[config.mk]
export PLATFORM = sky130hd
export DESIGN_NAME = lotto_draw_ctrl
export DESIGN_NICKNAME = d
export VERILOG_FILES = /design/src/rtl/lotto_pkg.sv /design/src/rtl/lotto_draw_counter.sv /design/src/rtl/lotto_result_bank.sv /design/src/rtl/lotto_indicator.sv /design/src/rtl/lotto_draw_ctrl.sv
export SDC_FILE = /design/constraint.sdc
export NUM_CORES = 1
export LEC_CHECK = 0
export BUFFER_PORTS_ARGS = -buffer_cell sky130_fd_sc_hd__buf_2
export CORE_MARGIN = 2
export CORE_UTILIZATION = 45
export CTS_CLUSTER_DIAMETER = 80
export DETAILED_ROUTE_END_ITERATION = 8
export PLACE_DENSITY = 0.68
export SYNTH_ARGS = -nofsm -noshare
export SYNTH_HDL_FRONTEND = slang
export SYNTH_SLANG_ARGS = --single-unit
export TNS_END_PERCENT = 1
[constraint.sdc]
create_clock -name clk -period 2.63 [get_ports clk]
set_input_delay 0 -clock clk [delete_from_list [all_inputs] [get_ports clk]]
set_output_delay 0 -clock clk [all_outputs]
set_load 0.01 [all_outputs]
[src/rtl/lotto_pkg.sv]
// Package: shared constants and the indicator state type for the draw controller.
// Assumes: values fit in 6 bits, so the largest drawable number is at most 63.
package lotto_pkg;
    localparam int unsigned LOTTO_MAX_VAL = 49;
    localparam int unsigned LOTTO_SLOTS   = 6;

    typedef enum logic [1:0] {
        IND_OFF   = 2'd0,
        IND_GREEN = 2'd1,
        IND_RED   = 2'd2,
        IND_END   = 2'd3
    } ind_state_e;
endpackage

[src/rtl/lotto_draw_counter.sv]
// Module: cyclic draw counter running from 1 to MAX_VAL.
// Assumes: advance is a synchronous level; reset is synchronous and active low.
module lotto_draw_counter #(
    parameter int unsigned MAX_VAL = 49,
    parameter int unsigned VAL_W   = 6
) (
    input  logic             clk,
    input  logic             rst_n,
    input  logic             advance,
    output logic [VAL_W-1:0] value
);
    localparam logic [VAL_W-1:0] TOP_VAL = VAL_W'(MAX_VAL);
    localparam logic [VAL_W-1:0] ONE_VAL = VAL_W'(1);

    // Step while advance is high, wrap from the top value to one.
    always_ff @(posedge clk) begin
        if (!rst_n) begin
            value <= ONE_VAL;
        end else if (advance) begin
            value <= (value == TOP_VAL) ? ONE_VAL : value + ONE_VAL;
        end
    end
endmodule

[src/rtl/lotto_result_bank.sv]
// Module: result slots with a fill index and a duplicate search over filled slots.
// Assumes: wr_en is only raised while fill < SLOTS and no duplicate is found.
module lotto_result_bank #(
    parameter int unsigned SLOTS = 6,
    parameter int unsigned VAL_W = 6,
    parameter int unsigned IDX_W = 3
) (
    input  logic                   clk,
    input  logic                   rst_n,
    input  logic                   wr_en,
    input  logic [VAL_W-1:0]       probe,
    output logic                   dup,
    output logic [IDX_W-1:0]       fill,
    output logic [SLOTS*VAL_W-1:0] results
);
    logic [SLOTS-1:0] hit;

    for (genvar i = 0; i < SLOTS; i++) begin : g_slot
        logic [VAL_W-1:0] slot_q;

        // Capture the probe into this slot when it is the next free one.
        always_ff @(posedge clk) begin
            if (!rst_n) begin
                slot_q <= '0;
            end else if (wr_en && (fill == IDX_W'(i))) begin
                slot_q <= probe;
            end
        end

        assign hit[i] = (IDX_W'(i) < fill) && (slot_q == probe);
        assign results[i*VAL_W +: VAL_W] = slot_q;
    end

    assign dup = |hit;

    // Count the filled slots.
    always_ff @(posedge clk) begin
        if (!rst_n) begin
            fill <= '0;
        end else if (wr_en) begin
            fill <= fill + IDX_W'(1);
        end
    end
endmodule

[src/rtl/lotto_indicator.sv]
// Module: indicator state machine for accepted, redraw and end-of-draw display.
// Assumes: eval is a one-cycle pulse; tick is a one-cycle pulse at twice the swap rate wanted per colour.
module lotto_indicator (
    input  logic clk,
    input  logic rst_n,
    input  logic eval,
    input  logic dup,
    input  logic last,
    input  logic tick,
    output logic done,
    output logic led_red,
    output logic led_green
);
    import lotto_pkg::*;

    ind_state_e state;
    logic       phase;

    // Move between off, accepted, redraw and the terminal end state.
    always_ff @(posedge clk) begin
        if (!rst_n) begin
            state <= IND_OFF;
        end else if (eval && (state != IND_END)) begin
            if (dup) begin
                state <= IND_RED;
            end else if (last) begin
                state <= IND_END;
            end else begin
                state <= IND_GREEN;
            end
        end
    end

    // Toggle the alternation phase on each tick while in the end state.
    always_ff @(posedge clk) begin
        if (!rst_n) begin
            phase <= 1'b0;
        end else if ((state == IND_END) && tick) begin
            phase <= ~phase;
        end
    end

    assign done      = (state == IND_END);
    assign led_green = (state == IND_GREEN) || (done && !phase);
    assign led_red   = (state == IND_RED)   || (done &&  phase);
endmodule

[src/rtl/lotto_draw_ctrl.sv]
// Module: top of the lottery draw controller.
// Assumes: button is debounced and synchronous to clk; reset is synchronous and active low.
module lotto_draw_ctrl #(
    parameter int unsigned MAX_VAL = lotto_pkg::LOTTO_MAX_VAL,
    parameter int unsigned SLOTS   = lotto_pkg::LOTTO_SLOTS,
    parameter int unsigned VAL_W   = 6
) (
    input  logic                   clk,
    input  logic                   rst_n,
    input  logic                   tick,
    input  logic                   button,
    output logic                   led_red,
    output logic                   led_green,
    output logic [SLOTS*VAL_W-1:0] results
);
    localparam int unsigned IDX_W = $clog2(SLOTS + 1);

    logic             btn_q;
    logic             release_evt;
    logic [VAL_W-1:0] draw_val;
    logic [IDX_W-1:0] fill;
    logic             dup;
    logic             done;
    logic             store;

    // Keep a registered copy of the button for release detection.
    always_ff @(posedge clk) begin
        if (!rst_n) begin
            btn_q <= 1'b0;
        end else begin
            btn_q <= button;
        end
    end

    assign release_evt = btn_q && !button;
    assign store       = release_evt && !done && !dup;

    lotto_draw_counter #(.MAX_VAL(MAX_VAL), .VAL_W(VAL_W)) u_counter (
        .clk     (clk),
        .rst_n   (rst_n),
        .advance (button),
        .value   (draw_val)
    );

    lotto_result_bank #(.SLOTS(SLOTS), .VAL_W(VAL_W), .IDX_W(IDX_W)) u_bank (
        .clk     (clk),
        .rst_n   (rst_n),
        .wr_en   (store),
        .probe   (draw_val),
        .dup     (dup),
        .fill    (fill),
        .results (results)
    );

    lotto_indicator u_ind (
        .clk       (clk),
        .rst_n     (rst_n),
        .eval      (release_evt),
        .dup       (dup),
        .last      (fill == IDX_W'(SLOTS - 1)),
        .tick      (tick),
        .done      (done),
        .led_red   (led_red),
        .led_green (led_green)
    );
endmodule

* Yosys cells after proc, flatten, opt, wreduce, memory -nomap -nowiden
Cells that the tools add are included.
Word-level totals: bits in registers 49, input bits 4, word-level logic and storage cells 66
Operators by class: add/subtract/negate cells 2, $lt $le $gt $ge 6, eq/ne operators 16, mux-type cells 3, bitwise operators 1, reduce and logical (&&, ||, !) cells 27
Operator list (number):
- $eq A6 B6 Y1 | 6
- $logic_and A1 B1 Y1 | 19
- $add A6 B1 Y6 const B | 1
- $eq A3 B2 Y1 const B | 2
- $eq A3 B3 Y1 const B | 2
- $eq A6 B6 Y1 const B | 1
- $lt A1 B3 Y1 const A | 2
- $lt A2 B3 Y1 const A | 2
- $lt A3 B3 Y1 const A | 2
- $mux W6 | 1
- $reduce_or A6 Y1 | 1
- $eq A2 B2 Y1 const B | 2
- $logic_not A1 Y1 | 4
- $mux W2 | 2
- $add A3 B1 Y3 const B | 1
- $eq A3 B1 Y1 const B | 1
- $logic_not A3 Y1 | 1
- $eq A2 B1 Y1 const B | 1
- $logic_or A1 B1 Y1 | 2
- $ne A2 B2 Y1 const B | 1
- $not A1 Y1 | 1

* Logic depth before layout (Yosys ltp)
depth in word-level cells 6, depth in mapped cells 9, depth with buffers taken out 6

* Modules after synthesis
A second synthesis with hierarchy kept.
Second synthesis, totals: cell total of the unflattened synthesis 265, area total of the unflattened synthesis 2562.5 um^2
Modules (own cells, without submodules):
- lotto_result_bank | instances 1, cells an instance 213, area an instance 2054.5 um^2
- lotto_draw_counter | instances 1, cells an instance 30, area an instance 301.5 um^2
- lotto_indicator | instances 1, cells an instance 17, area an instance 146.4 um^2
- lotto_draw_ctrl | instances 1, cells an instance 5, area an instance 60.1 um^2

* Worst setup path after synthesis
No wires, ideal clock.
path type reg-to-reg, start reg u_counter.value[0], end reg u_ind.state[0], setup time 0.115 ns, data arrival time 1.755 ns, required time 2.515 ns, setup slack 0.761 ns, cell stages (with the launch flop) 10, buffers on the path 3, period minus slack after synthesis 1.869 ns, cells stage by stage dfxtp_1 > buf_6 > buf_6 > xnor2_2 > nand4_1 > a311oi_4 > o21ai_2 > and3_4 > buf_6 > o21a_1
On the way: cells in the longest elaborated chain, start to end 4
Ends and longest elaborated chain:
- from (decl) | RTL line lotto_draw_counter.sv:10 | output logic [VAL_W-1:0] value
- from (signal assigned) | RTL line lotto_draw_counter.sv:20 | value <= (value == TOP_VAL) ? ONE_VAL : value + ONE_VAL;
- $eq A6 B6 Y1 | RTL line lotto_result_bank.sv:30 | assign hit[i] = (IDX_W'(i) < fill) && (slot_q == probe);
- $logic_and A1 B1 Y1 | RTL line lotto_result_bank.sv:30
- $reduce_or A6 Y1 * | RTL line lotto_result_bank.sv:34 | assign dup = |hit;
- $mux W2 * | RTL line lotto_indicator.sv:24 | if (dup) begin
- to (signal assigned) | RTL line lotto_indicator.sv:25 | state <= IND_RED;
- to (signal assigned) | RTL line lotto_indicator.sv:27 | state <= IND_END;
- to (signal assigned) | RTL line lotto_indicator.sv:29 | state <= IND_GREEN;
- to (decl) | RTL line lotto_indicator.sv:16 | ind_state_e state;
Every way passes the cells marked *; elsewhere a longest branch is shown, timed or not. A chain may end at the register's enable or synchronous reset.

* Worst setup path after layout
start reg u_counter.value[3], end reg u_bank.g_slot[4].slot_q[5]
On the way: cells in the longest elaborated chain, start to end 6
Ends and longest elaborated chain:
- $eq A6 B6 Y1 | RTL line lotto_result_bank.sv:30
- $logic_and A1 B1 Y1 | RTL line lotto_result_bank.sv:30
- $reduce_or A6 Y1 * | RTL line lotto_result_bank.sv:34
- $logic_not A1 Y1 * | RTL line lotto_draw_ctrl.sv:36 | assign store = release_evt && !done && !dup;
- $logic_and A1 B1 Y1 * | RTL line lotto_draw_ctrl.sv:36
- $logic_and A1 B1 Y1 * | RTL line lotto_result_bank.sv:25 | end else if (wr_en && (fill == IDX_W'(i))) begin
- to (signal assigned) | RTL line lotto_result_bank.sv:26 | slot_q <= probe;
- to (decl) | RTL line lotto_result_bank.sv:19 | logic [VAL_W-1:0] slot_q;
Marks and branches as above.

==> flow_summary.toml <==
[run_status]
status = "completed"

[critical_path]
worstRegToRegCells = 6
critical_path.endpoint_type = "register"
crit_chain = "buf_4 > xor2_1 > or4_1 > and3_1 > nand3_1 > a21oi_1"
r2r_end = "u_bank.g_slot[4].slot_q[5]$_SDFFE_PN0P_"
cpMaxStageDelayCell = "or4_1"
r2r_start = "u_counter.value[3]$_SDFFE_PN0P_"
critPathArrivalTime_ns = 2.56
reg2reg_slack_ns = 0.24
crit_path_start_kind = "register"
crit_path_max_fanout = 12
cpPeakStageDelay_ns = 0.66
criticalPathCategory = "register to register"
crit_required_ns = 2.79

[cells_and_area]
drive_gt1_share_pct = 22.90
synthToLayoutAreaGrowth_pct = 13.71
fill_cells = 564
final_util_pct = 52.33
num_antenna_cells = 0
nets = 354

[timing]
setup_tns_ns = 0
final.setup_skew_ns = 0.003994
period_needed_ns = 2.392
tightest_slew_ns = 0.6951
max_freq_mhz = 418.0
maxSlewViolCount = 0
setup_violations = 0
fin_crit_sh_pct = 90.97
rsz0062_at_grt = "false"
finalHoldViolCount = 0
slew_headroom_pct = 53.26

[grt]
gr-total-overflow = 0
grt_pass1_vias = 2274
track_usage_pct = 21.09
grt_pass1_wl_um = 10730
grt_use_met2_pct = 35.49
top_usage_layer = "met2"
antenna_found_initial = 0
grt.met1_usage_pct = 26.47
grt_max_degree = 26
grt.met3_usage_pct = 4.000

[hold_path]
hold_class = "primary input to register"
hold_depth = 2
hold_end = "u_ind.state[0]$_SDFFE_PN0P_"
hold_start = "rst_n"

[route]
dr.first_iter.drc_count = 92
viasPerCell = 5.667
wirelength_um = 6664
post-route-drc-count = 0
antenna_left = 0
wl_per_cell_um = 15.87
drt_first_pass_iters = 4
vias = 2380

[floorplanning]
num_io_pins = 42
row_count = 28
die_h_um = 81.36
start_util_pct = 46.02
die_w_um = 81.36
die_area_mm2 = 0.006619
core_area_mm2 = 0.005851

[clocking]
clock_latency_ns = 0.29
cts_tree = "built"
clockBufferDepth = 2
htreeDepth = 2
cts_sinks = 49
cts_made_buffers = 5
clkTransAtPathRegs_ns = 0.09
cts-root-buf = "clkbuf_8"

[placed_design]
io_buffers = 41
dp.final_hpwl_um = 4839
place.gp.congestion = 0.8763

[synthesis]
synth_common_cells = "dfxtp_1, nand3_1, a21oi_1"
synth_top_flop_cell = "dfxtp_1"
synth-seq-cells = 49
yosys_warnings = 0
synth_area_mm2 = 0.002693
ys_types = 43
netlist_top_cells_area = "dfxtp_1, xnor2_1, xor2_1"
synth_top_area_share_pct = 36.43
synth_largest_area_cell = "dfxtp_1"
synth-seq-area-share_pct = 36.43
synth.most_common_cell = "dfxtp_1"
syn_avg_cell_area_um2 = 8.828
async_flop_share_pct = 0
synth-edff-count = 0
synth_nets = 314
synthCells = 305

[power]
ir_drop_mv = 0.3225
leakage_uw = 0.001258
power_per_cell_area_mw_per_mm2 = 446.2

[run]
maxCapViolCount = 0
==> how the worst max path moves through the flow <==
stage / start / end / cells past startpoint
3_3_place_gp: u_counter.value[3]$_SDFFE_PN0P_ / u_bank.g_slot[4].slot_q[1]$_SDFFE_PN0P_ / 6
2_1_floorplan: u_counter.value[0]$_SDFFE_PN1P_ / u_ind.state[0]$_SDFFE_PN0P_ / 9
5_1_grt: u_counter.value[3]$_SDFFE_PN0P_ / u_bank.g_slot[5].slot_q[1]$_SDFFE_PN0P_ / 6
6_report: u_counter.value[3]$_SDFFE_PN0P_ / u_bank.g_slot[4].slot_q[5]$_SDFFE_PN0P_ / 6
4_1_cts: u_counter.value[3]$_SDFFE_PN0P_ / u_bank.g_slot[4].slot_q[0]$_SDFFE_PN0P_ / 6
3_5_place_dp: u_counter.value[3]$_SDFFE_PN0P_ / u_bank.g_slot[4].slot_q[0]$_SDFFE_PN0P_ / 6
==> power breakdown <==
group	switching (µW)	internal [µW]	leakage (µW)
clock network	233	209	0.0000443
logic	94.3	60.4	0.000818
registers	18.3	751	0.000396
==> repair_timing <==
action / 4_1_cts / 5_1_grt
hold buffers: 0 / 0
endpoints found under the setup margin: 0 / 1
setup buffers: 0 / 0
endpoints found under the hold margin: 0 / 0
gates resized for setup: 0 / 1
==> flip-flops by register name, indices dropped and copies added (netlist names) <==
register / cells
btn_q: 1
u_bank.fill: 3
u_ind.phase: 1
u_counter.value: 6
u_ind.state: 2
u_bank.g_slot.slot_q: 36
==> routing by layer <==
metal	part of all wire [%]	wire, µm	vias to the layer above
met5	0	0	-
met4	1.1	75	0
met3	4.9	325	6
met2	48	3220	65
met1	46	3043	1152
li1	-	-	1157
==> placed cells by master (no fill, tap or decap), drive strengths merged, types with 2 or more instances in the layout <==
master / Yosys / final
buf: 17 / 60
dfxtp: 49 / 49
nand3: 34 / 34
a21oi: 33 / 33
o21ai: 32 / 32
xnor2: 21 / 21
xor2: 20 / 20
nor2: 13 / 13
nand4: 9 / 9
nand2: 8 / 8
mux2i: 8 / 8
clkbuf: 10 / 7
nor4: 7 / 7
inv: 6 / 6
ha: 5 / 5
nor3: 4 / 4
nand2b: 3 / 3
or4: 3 / 3
and3: 3 / 3
o21a: 2 / 2
nor3b: 2 / 2
nor4b: 2 / 2
nand4b: 2 / 2
a221oi: 2 / 2
==> worst max-delay path: cells and delay by family (launching register included) <==
family / cells / cell delay, ns
buffers and inverters: 1 / 0.25
AOI/OAI and AO/OA: 1 / 0.07
DFF: 1 / 0.65
and+or+nand+nor: 3 / 1.20
xor gates and xnor gates: 1 / 0.09
==> cell families after synthesis <==
kind of cell | count (synthesis) | share of synthesized area, %
xor gates and xnor gates | 41 | 13.62
buffers and inverters | 33 | 6.924
muxes | 8 | 2.974
DFF | 49 | 36.43
adders and majority gates | 5 | 2.323
and+or+nand+nor | 95 | 21.38
AOI/OAI and AO/OA | 74 | 16.36
==> layout make-up <==
cell class	instances	area (µm²)	area share [%]
inverters	6	22.52	0.7356
flip-flops and latches	49	980.9	32.04
well taps	75	93.84	3.065
repair buffers	60	347.8	11.36
multi-input cells	223	1530	49.98
clock buffers	7	86.33	2.820
==> stage by stage <==
step | total power, µW | cells | instance area (µm²) | hold slack, ns | setup slack (ns)
global placement | 937.5 | 413 | 2970 | 0.3288 | 0.2857
finish | 1366 | 420 | 3062 | 0.01394 | 0.2376
CTS | 1385 | 420 | 3057 | 0.006952 | 0.1583
global route | 1420 | 420 | 3062 | 0.01016 | 0.08276
detailed placement | 939.4 | 413 | 2970 | 0.3335 | 0.1775
floorplan | 904.6 | 305 | 2693 | 0.2291 | 0.7608
No activity file was read; power rests on OpenSTA's default activity.
